File: src/rtl/hof_pkg.sv
package hof_pkg;
  typedef enum logic [1:0] {
    CMD_NONE    = 2'd0,
    CMD_ACQUIRE = 2'd1,
    CMD_RELEASE = 2'd2
  } hof_cmd_e;
endpackage

File: src/rtl/hof_page_decode.sv
module hof_page_decode
  import hof_pkg::*;
#(
  parameter int ADDR_W   = 8,
  parameter int SUB_LSB  = 5,
  parameter int SUB_BITS = 3,
  parameter int ACQ_IDX  = 0,
  parameter int REL_IDX  = 1
) (
  input  logic                       sel,
  input  logic [ADDR_W-1:0]          addr,
  output logic [(1<<SUB_BITS)-1:0]   strobe,
  output hof_cmd_e                   cmd
);
  localparam int STROBES = 1 << SUB_BITS;

  logic [SUB_BITS-1:0] code;
  assign code = addr[SUB_LSB +: SUB_BITS];

  for (genvar i = 0; i < STROBES; i++) begin : g_strobe
    assign strobe[i] = sel && (code == SUB_BITS'(i));
  end

  always_comb begin
    if (strobe[ACQ_IDX])      cmd = CMD_ACQUIRE;
    else if (strobe[REL_IDX]) cmd = CMD_RELEASE;
    else                      cmd = CMD_NONE;
  end
endmodule

File: src/rtl/hof_sync.sv
module hof_sync #(
  parameter int STAGES = 2
) (
  input  logic clk,
  input  logic rst,
  input  logic d,
  output logic q
);
  logic [STAGES-1:0] chain;

  always_ff @(posedge clk) begin
    if (rst) chain <= '0;
    else     chain <= {chain[STAGES-2:0], d};
  end

  assign q = chain[STAGES-1];
endmodule

File: src/rtl/hof_flag.sv
module hof_flag
  import hof_pkg::*;
(
  input  logic     clk,
  input  logic     rst,
  input  logic     phi2_s,
  input  logic     rw_n,
  input  hof_cmd_e cmd,
  output logic     dma_n,
  output logic     granted
);
  hof_cmd_e pend, pend_nxt;
  logic     flag, flag_nxt, safe;

  assign safe = !phi2_s && rw_n;

  always_comb begin
    pend_nxt = (cmd != CMD_NONE) ? cmd : pend;
    flag_nxt = flag;
    if (safe && pend_nxt == CMD_ACQUIRE) flag_nxt = 1'b0;
    if (safe && pend_nxt == CMD_RELEASE) flag_nxt = 1'b1;
  end

  always_ff @(posedge clk) begin
    if (rst) begin
      flag    <= 1'b1;
      pend    <= CMD_NONE;
      granted <= 1'b0;
    end else begin
      flag    <= flag_nxt;
      pend    <= safe ? CMD_NONE : pend_nxt;
      granted <= !flag_nxt && (granted || phi2_s);
    end
  end

  assign dma_n = flag;

  assert_reset_release_R1: assert property (@(posedge clk) disable iff (rst)
    $past(rst) |-> (flag && !granted));

  assert_change_in_low_R4: assert property (@(posedge clk) disable iff (rst)
    (flag != $past(flag)) |-> !$past(phi2_s));

  assert_no_change_write_R5: assert property (@(posedge clk) disable iff (rst)
    (flag != $past(flag)) |-> $past(rw_n));

  assert_ignored_codes_R3: assert property (@(posedge clk) disable iff (rst)
    (cmd == CMD_NONE && pend == CMD_NONE) |=> $stable(flag));

  assert_grant_needs_req_R7: assert property (@(posedge clk) disable iff (rst)
    granted |-> !flag);

  assert_grant_from_high_R7: assert property (@(posedge clk) disable iff (rst)
    $rose(granted) |-> $past(phi2_s));
endmodule

File: src/rtl/dma_handover_ctrl.sv
module dma_handover_ctrl
  import hof_pkg::*;
#(
  parameter int ADDR_W      = 8,
  parameter int SUB_LSB     = 5,
  parameter int SUB_BITS    = 3,
  parameter int ACQ_IDX     = 0,
  parameter int REL_IDX     = 1,
  parameter int SYNC_STAGES = 2
) (
  input  logic                     clk,
  input  logic                     rst,
  input  logic                     phi2,
  input  logic                     rw_n,
  input  logic                     io_sel,
  input  logic [ADDR_W-1:0]        addr,
  output logic [(1<<SUB_BITS)-1:0] page_strobe,
  output logic                     dma_req_n,
  output logic                     bus_granted
);
  hof_cmd_e cmd;
  logic     phi2_s;

  hof_page_decode #(
    .ADDR_W(ADDR_W), .SUB_LSB(SUB_LSB), .SUB_BITS(SUB_BITS),
    .ACQ_IDX(ACQ_IDX), .REL_IDX(REL_IDX)
  ) u_dec (
    .sel(io_sel), .addr(addr), .strobe(page_strobe), .cmd(cmd)
  );

  hof_sync #(.STAGES(SYNC_STAGES)) u_sync (
    .clk(clk), .rst(rst), .d(phi2), .q(phi2_s)
  );

  hof_flag u_flag (
    .clk(clk), .rst(rst), .phi2_s(phi2_s), .rw_n(rw_n), .cmd(cmd),
    .dma_n(dma_req_n), .granted(bus_granted)
  );

  assert_strobe_select_R8: assert property (@(posedge clk) disable iff (rst)
    !io_sel |-> (page_strobe == '0));
endmodule

File: config.mk
export PLATFORM = sky130hd
export DESIGN_NAME = dma_handover_ctrl
export DESIGN_NICKNAME = d
export VERILOG_FILES = /design/src/rtl/hof_pkg.sv /design/src/rtl/hof_page_decode.sv /design/src/rtl/hof_sync.sv /design/src/rtl/hof_flag.sv /design/src/rtl/dma_handover_ctrl.sv
export SDC_FILE = /design/constraint.sdc
export NUM_CORES = 1
export LEC_CHECK = 0
export BUFFER_PORTS_ARGS = -buffer_cell sky130_fd_sc_hd__buf_2
export CAP_MARGIN = 10
export CORE_AREA = 4 4 41 43
export DETAILED_ROUTE_END_ITERATION = 7
export DIE_AREA = 0 0 45 47
export SLEW_MARGIN = 20
export SYNTH_ARGS = -nofsm -noshare
export SYNTH_HDL_FRONTEND = slang
export SYNTH_SLANG_ARGS = --single-unit
File: constraint.sdc
create_clock -name clk -period 1.3 [get_ports clk]
set_input_delay 0.065 -clock clk [delete_from_list [all_inputs] [get_ports clk]]
set_output_delay 0.065 -clock clk [all_outputs]
set_load 0.01 [all_outputs]
Word-level counts from Yosys, hierarchy flattened:

Cells that the tools add are included.
W data, S select, Z words.

* register bits after elaboration: 6
* word-level logic and storage cells: 36

* equal/unequal tests: 9
* multiplexer cells: 5
* reductions and logical operators: 18

Operators by type and width (number)
* $eq A3 B3 Y1 const B: 4
* $logic_and A1 B1 Y1: 12
* $eq A3 B2 Y1 const B: 2
* $mux W2: 3
* $eq A3 B1 Y1 const B: 1
* $logic_not A3 Y1: 1
* $eq A2 B1 Y1 const B: 1
* $eq A2 B2 Y1 const B: 1
* $logic_not A1 Y1: 2
* $mux W1: 2
* $reduce_bool A2 Y1: 1
* $reduce_or A2 Y1: 1
* $logic_or A1 B1 Y1: 1

Depth between registers and ports, before layout:

Gate-level depths: netlist of run 1.

* word-level depth: 12
* depth in mapped cells: 3
* mapped depth without buffers: 3

Modules after synthesis:

From an unflattened synthesis of run 1, not the netlist that was laid out.

* cell total of the unflattened synthesis: 38
* area total of the unflattened synthesis: 374.1 µm²

Modules (own cells, without submodules)
* hof_flag: times used 1, cells each 24, area an instance 205.2 µm²
* hof_page_decode: times used 1, cells each 10, area an instance 116.4 µm²
* hof_sync: times used 1, cells each 4, area an instance 52.6 µm²

Worst setup path before layout of run 1:

Ideal clock, no wire load.

* path kind: reg-to-reg
* start point: register u_flag.flag, in the netlist u_flag.dma_n
* end point: register u_flag.granted
* setup time: 59 ps
* arrival: 1042 ps
* required time: 1241 ps
* slack: 198 ps
* cell stages (with the launch flop): 4
* clock period less this slack: 1102 ps
* path through: dfxtp_1 > or2_2 > a311oi_2 > o32a_1

* cells in the longest elaborated chain, start to end: 4

RTL lines
* from (decl): RTL line hof_flag.sv:13 `logic flag, flag_nxt, safe;`
* from (signal assigned): RTL line hof_flag.sv:30 `flag <= flag_nxt;`
* $mux W1: RTL line hof_flag.sv:20 `if (safe && pend_nxt == CMD_ACQUIRE) flag_nxt = 1'b0;`
* $mux W1: RTL line hof_flag.sv:21 `if (safe && pend_nxt == CMD_RELEASE) flag_nxt = 1'b1;`
* $logic_not A1 Y1: RTL line hof_flag.sv:32 `granted <= !flag_nxt && (granted || phi2_s);`
* $logic_and A1 B1 Y1: RTL line hof_flag.sv:32
* to (signal assigned): RTL line hof_flag.sv:32
* to (decl): RTL line hof_flag.sv:10 `output logic granted`

Every way passes these cells.
A chain may end at the register's enable or synchronous reset.

Final worst setup path of run 1:

* start point: register u_flag.pend[1]
* end point: register u_flag.granted

* cells in the longest elaborated chain, start to end: 7
* elaborated cells on any way between the ends: 9
* those cells by class: eq/ne (2); mux (3); reduce/logical (4)

RTL lines
* from (decl): RTL line hof_flag.sv:12 `hof_cmd_e pend, pend_nxt;`
* from (signal assigned): RTL line hof_flag.sv:31 `pend <= safe ? CMD_NONE : pend_nxt;`
* $mux W2 *: RTL line hof_flag.sv:18 `pend_nxt = (cmd != CMD_NONE) ? cmd : pend;`
* $eq A2 B1 Y1: RTL line hof_flag.sv:20
* $logic_and A1 B1 Y1: RTL line hof_flag.sv:20
* $mux W1: RTL line hof_flag.sv:20
* $mux W1 *: RTL line hof_flag.sv:21
* $logic_not A1 Y1 *: RTL line hof_flag.sv:32
* $logic_and A1 B1 Y1 *: RTL line hof_flag.sv:32

Mark *: on every way between the ends. The rest lies on a longest branch, timed or not.

==> metrics.md, run 1 <==
| Metric | Value |
|---|---|
| Status | finished, final reports clean |
| Setup tns final | 0 ps |
| I/O pin total | 23 |
| Arrival @ worst endpoint | 1320 ps |
| Vias in the first global route | 268 |
| Power per standard cell area | 965 nW/um^2 |
| IO buf count | 17 |
| Initial antenna violation count | 0 |
| Post-cts sizing count | 0 |
| Gr ovfl total | 0 |
| CP required | 1480 ps |
| Num CTS Buffers | 3 |
| Max FO, Critical Path | 3 |
| Routability cong. | 0.681 |
| DRT antenna net count | 0 |
| Post-CTS Setup Inserts | 0 |
| Die Y | ~47 um |
| Syn_nets | 47 |
| Synth Warn # | 0 |
| Antenna Cells | 0 |
| Drt total wl | about 700 um |
| Max-cap viol count | 0 |
| Clock Sinks | 6 |
| First-pass GRT wire length | 1210 um |
| Final setup vio count | 0 |
| Area of the multi-input gates | 201 sq um |
| Slew at the pin closest to its max-slew limit | about 260 ps |
| Hold_buf cts | 0 |
| Internal | between 0.3 and 0.4 mW |
| RSZ-0062 raised after global routing | false |
| Final hold violations | 0 |
| Clock power share | 38.4% |
| Sw power | 0.103 mW |
| Worst hold path class | in2reg |
| Mapped cell area | 322 sq um |
| Post-Syn Area per Cell | 9.46 sq um |
| Final HPWL DP | 595 um |
| CTS tree | done |
| Final min period | about 1100 ps |
| Ys async rst share | 0% |
| Die X | around 45 um |
| Type of origin of the critical path | flip-flop |
| Worst IR Drop VDD | approximately 460 uV |
| FILL cells | between 100 and 150 |
| Placed instance count | 66 |
| Die area | 2120 sq um |
| Library cells used by synthesis | 18 |
| Fmax | 0.879 GHz |
| CTS root buf | clkbuf_4 |
| Total Nets Final | 69 |
| WS Path Type | reg2reg |
| Crit share post-route | 87.5% |
| Remaining DRCs | 0 |
| Leak pwr | 0.200 nW |
| GRT Overall Usage | under 10% |
| Via/cell ratio | 4.54 |
| Register Area | 120 sq um |
| Core Box Area | 1300 sq um |
| Main synth FF type | dfxtp_1 |
| Switching share of total power | between 20% and 30% |
| Post-synthesis cell count | 34 |
| CTS clock-pin slew for the worst setup and hold paths | approximately 40 ps |
| Worst slew margin relative to its limit | 82.8% |
| Share of power burned in registers | 45.6% |
| Final Non-Filler Cells | 69 |
| Synthesis-to-layout area growth | 39.3% |
| Clock buffer depth | 2 |
| Maximum number of pins on one net before global-route repair | 8 |
| Worst skew pair latency | 240 ps |
| Wire per inst | slightly above 10 um |
| EDFF count, synth | 0 |
| Register area share after synthesis | between 30% and 40% |
| Combinational power share | between 15 and 20% |
| Num rows | 13 |
| H-Tree Depth | 1 |
| DRT Pass-1 Iters | 4 |
| Share of cells above drive strength 1 | 46.3% |
| #FFs+latches synth | 6 |
| Setup crit end kind | flip-flop |
| Worst Skew | 0.793 ps |
| Vias | about 310 |
| Initial Util | 24.7% |
| Number of DRC markers in iteration 0 | 5 |
| Max Slew Vio Count | 0 |
-- area by class of cell --
| type | instances | share of cell area [%] |
|---|---|---|
| Tap cell | 15 | 4.19 |
| Clock buffer | 3 | 5.03 |
| Timing Repair Buffer | 17 | 19.0 |
| Multi-Input combinational cell | 28 | 45.0 |
| Sequential cell | 6 | 26.8 |
-- per-layer routing --
metal,GRT usage (%),wire (um)
met4,7.02,0
met5,0,0
met2,11.3,350
met1,9.59,318
met3,4.60,48
-- path summary, 6_finish.rpt --
path	cells after the start	startpoint	slack (ps)	to
min	2	phi2	40	u_sync.chain[0]
max	3	u_flag.pend[1]	160	u_flag.granted
max reg2reg	3	u_flag.pend[1]	160	u_flag.granted
min reg2reg	1	u_sync.chain[0]	430	u_sync.chain[1]
-- synth_stat cells, types with 2 or more instances --
cell type	number	share of area (%)
nand2_1	2	2.3
nor3_1	4	6.2
nor2b_1	3	5.8
nand2b_1	2	3.9
nor2_1	5	5.8
dfxtp_1	6	37
-- flip-flops by register name, summed over array words and instances (netlist names) --
| register | count |
|---|---|
| u_flag.pend | 2 |
| u_flag.granted | 1 |
| u_flag.dma_n | 1 |
| u_sync.chain | 2 |
-- stage by stage --
| stage | setup WS, ps | hold slack (ps) | cell area (sq um) | utilization, % | total power [mW] |
|---|---|---|---|---|---|
| 4_1_cts | 162 | 28.4 | 448 | 34.4 | 0.444 |
| 3_5_place_dp | 177 | 283 | 425 | 32.7 | 0.270 |
| 5_1_grt | 111 | 20.8 | 448 | 34.4 | 0.475 |
| 6_report | 162 | 35.8 | 448 | 34.4 | 0.432 |
| 2_1_floorplan | 198 | 137 | 322 | - | 0.235 |
| 3_3_place_gp | 191 | 280 | 425 | 32.7 | 0.269 |
-- worst max-delay path, cell delays in order, from the launching register on --
cell and delay, ps:
dfxtp_1 320, or2_2 300, a311oi_2 270, o32a_1 190
-- power groups by stage --
stage	registers (mW)	logic, mW	clock network, mW
final	0.197	0.0692	0.166
after detailed placement	0.200	0.0700	0
after global placement	0.200	0.0695	0
after CTS	0.197	0.0702	0.176
after global routing	0.198	0.0773	0.200
after floorplan	0.200	0.0347	0
-- cells by family after synthesis --
group / synth area share (%)
flops: 37.4
compound gates: 7.78
mux: 3.11
simple gates: 51.8
-- layout by cell type, fill, tap and decap left out, types with 2 or more instances in the layout --
master,instances
dfxtp_1,6
clkbuf_4,3
nor2b_1,3
nor3_1,4
nand2b_1,2
nor2_1,5
nand2_1,2
buf_2,17
No activity file was read; power rests on OpenSTA's default activity.
==> inputs of run 2 (changes only) <==
--- a/config.mk
+++ b/config.mk
@@ -10,6 +10,7 @@
 export CORE_AREA = 4 4 41 43
 export DETAILED_ROUTE_END_ITERATION = 7
 export DIE_AREA = 0 0 45 47
+export PLACE_DENSITY = 0.61
 export SLEW_MARGIN = 20
 export SYNTH_ARGS = -nofsm -noshare
 export SYNTH_HDL_FRONTEND = slang
==> metrics.md, run 2 (same netlist as run 1, synthesis figures left out) <==
| Metric | Value |
|---|---|
| CTS clock-pin slew for the worst setup and hold paths | 50 ps (was 40 ps) |
| Drt total wl | 706 um (was 717 um) |
| Register-to-register setup slack | 170 ps (was 160 ps) |
| Area of the multi-input gates | 201 sq um (unchanged) |
| Min-Delay Startpoint | phi2 (unchanged) |
| WS Path Type | reg2reg (unchanged) |
| CTS root buf | clkbuf_4 (unchanged) |
| Worst hold path class | in2reg (unchanged) |
| R2R depth | 3 (unchanged) |
| Wire per inst | 10.2 um (was 10.4 um) |
| Final min period | 1130 ps (was 1140 ps) |
| DRT antenna net count | 0 (unchanged) |
| Sw power | 0.105 mW (was 0.103 mW) |
| Antenna Cells | 0 (unchanged) |
| Initial Util | 24.7% (unchanged) |
| Fmax | 0.887 GHz (was 0.879 GHz) |
| Top Registers | u_flag.pend (2), u_sync.chain (2) (unchanged) |
| Remaining DRCs | 0 (unchanged) |
| Type of origin of the critical path | flip-flop (unchanged) |
| Die area | 2120 sq um (unchanged) |
| Gr ovfl total | 0 (unchanged) |
| RR Endpoint | u_flag.granted (unchanged) |
| IO buf count | 17 (unchanged) |
| Clock Sinks | 6 (unchanged) |
| Maximum number of pins on one net before global-route repair | 8 (unchanged) |
| Worst Skew | 3.80 ps (was 0.793 ps) |
| Total Nets Final | 69 (unchanged) |
| Core Box Area | 1300 sq um (unchanged) |
| Slew at the pin closest to its max-slew limit | 252 ps (was 257 ps) |
| Most frequent cells in the layout | buf_2 (17), dfxtp_1 (6), nor2_1 (5) (unchanged) |
| Post-CTS Setup Inserts | 0 (unchanged) |
| Share of cells above drive strength 1 | 46.3% (unchanged) |
| Setup crit end kind | flip-flop (unchanged) |
| Post-cts sizing count | 0 (unchanged) |
| RSZ-0062 raised after global routing | false (unchanged) |
| Initial antenna violation count | 0 (unchanged) |
| Hold endpoint | u_sync.chain[0] (unchanged) |
| FILL cells | 148 (was 140) |
| Tot Pwr | 0.435 mW (was 0.432 mW) |
| Die X | 45 um (unchanged) |
| Number of DRC markers in iteration 0 | 4 (was 5) |
| RR Startpoint | u_flag.dma_n (was u_flag.pend[1]) |
| Hold Path Depth | 2 (unchanged) |
| Hold_buf cts | 0 (unchanged) |
| Status | finished, final reports clean (unchanged) |
| CP required | 1490 ps (was 1480 ps) |
| Crit share post-route | 86.7% (was 87.5%) |
| Switching share of total power | 24.2% (was 23.8%) |
| Final hold violations | 0 (unchanged) |
| First-pass GRT wire length | 1060 um (was 1210 um) |
| Share of power burned in registers | 45.3% (was 45.6%) |
| Most common cell after layout, fill and taps aside | buf_2 (unchanged) |
| Final setup vio count | 0 (unchanged) |
| Worst skew pair latency | 240 ps (about the same) |
| Power per standard cell area | 970 nW/um^2 (was 965 nW/um^2) |
| Max-cap viol count | 0 (unchanged) |
| DRT Pass-1 Iters | 2 (was 4) |
| Clock buffer depth | 2 (unchanged) |
| Vias in the first global route | 243 (was 268) |
| Internal | 0.329 mW (about the same) |
| Via/cell ratio | 4.55 (was 4.54) |
| Max FO, Critical Path | 4 (was 3) |
| Worst IR Drop VDD | 513 uV (was 457 uV) |
| Arrival @ worst endpoint | 1320 ps (about the same) |
| Num rows | 13 (unchanged) |
| Die Y | 47 um (unchanged) |
| Worst slew margin relative to its limit | 83.2% (was 82.8%) |
| Leak pwr | 0.200 nW (unchanged) |
| Routability cong. | 0.663 (was 0.681) |
| Synthesis-to-layout area growth | 39.3% (unchanged) |
| GRT Overall Usage | 7.44% (was 8.39%) |
| CTS tree | done (unchanged) |
| I/O pin total | 23 (unchanged) |
| H-Tree Depth | 1 (unchanged) |
| Register Area | 120 sq um (unchanged) |
| Vias | 314 (was 313) |
| Clock power share | 38.8% (was 38.4%) |
| Combinational power share | 16.0% (about the same) |
| Num CTS Buffers | 3 (unchanged) |
| Setup tns final | 0 ps (unchanged) |
| Final HPWL DP | 582 um (was 595 um) |
| Max Slew Vio Count | 0 (unchanged) |
run 2: worst max path at each step:
stage	startpoint	end	cells after the start
2_1_floorplan	u_flag.dma_n	u_flag.granted	3
3_3_place_gp	u_flag.pend[1]	u_flag.granted	3
3_5_place_dp	u_flag.pend[1]	u_flag.granted	3
4_1_cts	u_flag.pend[1]	u_flag.granted	3
5_1_grt	u_flag.dma_n	u_flag.granted	3
6_report	u_flag.dma_n	u_flag.granted	3
run 2: layout make-up:
| type | instances | area share [%] |
|---|---|---|
| Multi-Input combinational cell | 28 | 45.0 |
| Clock buffer | 3 | 5.03 |
| Sequential cell | 6 | 26.8 |
| Timing Repair Buffer | 17 | 19.0 |
| Tap cell | 15 | 4.19 |
run 2: critical path, stage by stage, from the launching register on:
cell      delay [ps]
dfxtp_1          320
or2_2            280
a311oi_2         280
o32a_1           190
run 2: routing by layer:
layer / global-route usage, % / share of wire, %
met4: 3.51 / 1.3
met2: 9.32 / 44
met5: 0 / 0
met3: 6.13 / 8.9
met1: 8.90 / 46
run 2: power groups by stage:
| stage | clock network, mW | registers [mW] | logic [mW] |
|---|---|---|---|
| detailed placement | 0 | 0.200 | 0.0699 |
| global route | 0.196 | 0.197 | 0.0774 |
| floorplan | 0 | 0.200 | 0.0347 |
| finish | 0.168 | 0.197 | 0.0694 |
| CTS | 0.180 | 0.196 | 0.0701 |
| global placement | 0 | 0.200 | 0.0697 |
run 2: through the flow:
| step | cell area, sq um | cells | hold WS (ps) | util, % | worst slack (ps) |
|---|---|---|---|---|---|
| 6_report | 448 | 69 | 36.0 | 34.4 | 172 |
| 5_1_grt | 448 | 69 | 39.2 | 34.4 | 120 |
| 4_1_cts | 448 | 69 | 25.0 | 34.4 | 167 |
| 3_5_place_dp | 425 | 66 | 281 | 32.7 | 172 |
| 3_3_place_gp | 425 | 66 | 275 | 32.7 | 181 |
| 2_1_floorplan | 322 | 34 | 137 | - | 198 |
==> inputs of run 3 (changes only) <==
--- a/config.mk
+++ b/config.mk
@@ -7,10 +7,12 @@
 export LEC_CHECK = 0
 export BUFFER_PORTS_ARGS = -buffer_cell sky130_fd_sc_hd__buf_2
 export CAP_MARGIN = 10
+export CELL_PAD_IN_SITES_DETAIL_PLACEMENT = 1
+export CELL_PAD_IN_SITES_GLOBAL_PLACEMENT = 1
 export CORE_AREA = 4 4 41 43
 export DETAILED_ROUTE_END_ITERATION = 7
 export DIE_AREA = 0 0 45 47
-export PLACE_DENSITY = 0.61
+export PLACE_DENSITY = 0.79
 export SLEW_MARGIN = 20
 export SYNTH_ARGS = -nofsm -noshare
 export SYNTH_HDL_FRONTEND = slang
==> metrics.md, run 3 (same netlist as run 1, synthesis figures left out) <==
| Metric | Value |
|---|---|
| Register Area | 120 sq um (unchanged) |
| Worst path slowest cell | dfxtp_1 (unchanged) |
| Die Y | 47 um (unchanged) |
| Top Registers | u_flag.pend (2), u_sync.chain (2) (unchanged) |
| RR Startpoint | u_flag.pend[1] (was u_flag.dma_n) |
| Via/cell ratio | 4.67 (was 4.55) |
| Post-cts sizing count | 0 (unchanged) |
| Drt total wl | 910 um (was 706 um) |
| Most frequent cells in the layout | buf_2 (17), dfxtp_1 (6), nor2_1 (5) (unchanged) |
| Final setup vio count | 0 (unchanged) |
| H-Tree Depth | 1 (unchanged) |
| Max-cap viol count | 0 (unchanged) |
| Initial antenna violation count | 0 (unchanged) |
| Final min period | 1170 ps (was 1130 ps) |
| DRT Pass-1 Iters | 2 (unchanged) |
| Worst hold path class | in2reg (unchanged) |
| CTS root buf | clkbuf_4 (unchanged) |
| Crit-path leading delay family | compound AO/OA/AOI/OAI gates (unchanged) |
| Buffers plus inverters on the worst setup path | 0 (unchanged) |
| Pre-CTS setup slack | 143 ps (was 172 ps) |
| Final hold violations | 0 (unchanged) |
| Gr ovfl total | 0 (unchanged) |
| Status | finished, final reports clean (unchanged) |
| Initial Util | 24.7% (unchanged) |
| IO buf count | 17 (unchanged) |
| Type of origin of the critical path | flip-flop (unchanged) |
| Core Box Area | 1300 sq um (unchanged) |
| Die area | 2120 sq um (unchanged) |
| Die X | 45 um (unchanged) |
| Power per standard cell area | 970 nW/um^2 (about the same) |
| I/O pin total | 23 (unchanged) |
| CP required | 1480 ps (was 1490 ps) |
| Setup ws final | 126 ps (was 172 ps) |
| Final HPWL DP | 740 um (was 582 um) |
| Remaining DRCs | 0 (unchanged) |
| Routability cong. | 0.719 (was 0.663) |
| Worst Skew | 7.79 ps (was 3.80 ps) |
| CTS tree | done (unchanged) |
| Fmax | 0.852 GHz (was 0.887 GHz) |
| Slew at the pin closest to its max-slew limit | 280 ps (was 252 ps) |
| Num rows | 13 (unchanged) |
| Total Nets Final | 69 (unchanged) |
| FILL cells | 171 (was 148) |
| DRT antenna net count | 0 (unchanged) |
| Crit share post-route | 90.3% (was 86.7%) |
| Setup crit end kind | flip-flop (unchanged) |
| Min-Delay Startpoint | phi2 (unchanged) |
| Finished Cell Area | 448 sq um (unchanged) |
| Worst skew pair latency | 240 ps (about the same) |
| First-pass GRT wire length | 1380 um (was 1060 um) |
| Num CTS Buffers | 3 (unchanged) |
| Number of DRC markers in iteration 0 | 2 (was 4) |
| Clock buffer depth | 2 (unchanged) |
| Synthesis-to-layout area growth | 39.3% (unchanged) |
| Max FO, Critical Path | 3 (was 4) |
| Share of cells above drive strength 1 | 46.3% (unchanged) |
| Arrival @ worst endpoint | 1350 ps (was 1320 ps) |
| Max stage delay on crit path | 320 ps (about the same) |
| CTS clock-pin slew for the worst setup and hold paths | 50 ps (about the same) |
| Hold_ws | 34.7 ps (was 36.0 ps) |
| Antenna Cells | 0 (unchanged) |
| RSZ-0062 raised after global routing | false (unchanged) |
| Clock Sinks | 6 (unchanged) |
| Worst IR Drop VDD | 423 uV (was 513 uV) |
| Max Slew Vio Count | 0 (unchanged) |
| Wire per inst | 13.2 um (was 10.2 um) |
| Hold_buf cts | 0 (unchanged) |
| WS Path Type | reg2reg (unchanged) |
| GRT Overall Usage | 10.0% (was 7.44%) |
| Vias in the first global route | 324 (was 243) |
| Area of the multi-input gates | 201 sq um (unchanged) |
| Worst slew margin relative to its limit | 81.3% (was 83.2%) |
| Critical path cell sequence | or2_2 > a311oi_2 > o32a_1 (unchanged) |
| Maximum number of pins on one net before global-route repair | 8 (unchanged) |
| Most common cell after layout, fill and taps aside | buf_2 (unchanged) |
| Setup tns final | 0 ps (unchanged) |
| Vias | 322 (was 314) |
| Post-DP Area | 425 sq um (unchanged) |
| Leak pwr | 0.200 nW (unchanged) |
| Post-CTS Setup Inserts | 0 (unchanged) |
| Critical Path Source | u_flag.pend[1] (was u_flag.dma_n) |
| Tot Pwr | 0.435 mW (about the same) |
[run 3: cell counts in the layout (fill, tap and decap cells not counted)]
Identical to the previous run, type by type.
[run 3: path summary, 6_finish.rpt]
| check | end | slack, ps | cells past startpoint |
|---|---|---|---|
| max | u_flag.granted | 130 | 3 |
| min | u_sync.chain[0] | 30 | 2 |
| max reg2reg | u_flag.granted | 130 | 3 |
| min reg2reg | u_sync.chain[1] | 440 | 1 |
[run 3: cell type report]
| cell class | count | share of cell area (%) |
|---|---|---|
| multi-input combinational | 28 | 45.0 |
| timing repair buffer | 17 | 19.0 |
| clock buffer | 3 | 5.03 |
| sequential | 6 | 26.8 |
| tap | 15 | 4.19 |
[run 3: power breakdown]
group	internal, mW	switching, mW	total, mW
clock	0.104	0.0613	0.165
sequential	0.192	0.00458	0.197
combinational	0.0331	0.0394	0.0725
total	0.329	0.105	0.435
[run 3: routing by layer]
layer / routed length, um / GRT usage (%) / share of wire [%] / vias up
met5: 0 / 0 / 0 / -
met2: 487 / 14.7 / 54 / 4
met3: 31 / 3.45 / 3.4 / 2
li1: - / - / - / 165
met4: 18 / 12.3 / 2.0 / 0
met1: 372 / 10.2 / 41 / 151
[run 3: worst reg2reg max path: cells and delay by family (launching register included)]
kind | cells | cell delay, ps
AOI/OAI and AO/OA | 2 | 500
and+or+nand+nor | 1 | 300
DFF | 1 | 320
[run 3: metrics by stage]
stage,std cells,utilization [%]
after floorplan,34,-
after global placement,66,32.7
after detailed placement,66,32.7
after CTS,69,34.4
after global routing,69,34.4
final,69,34.4
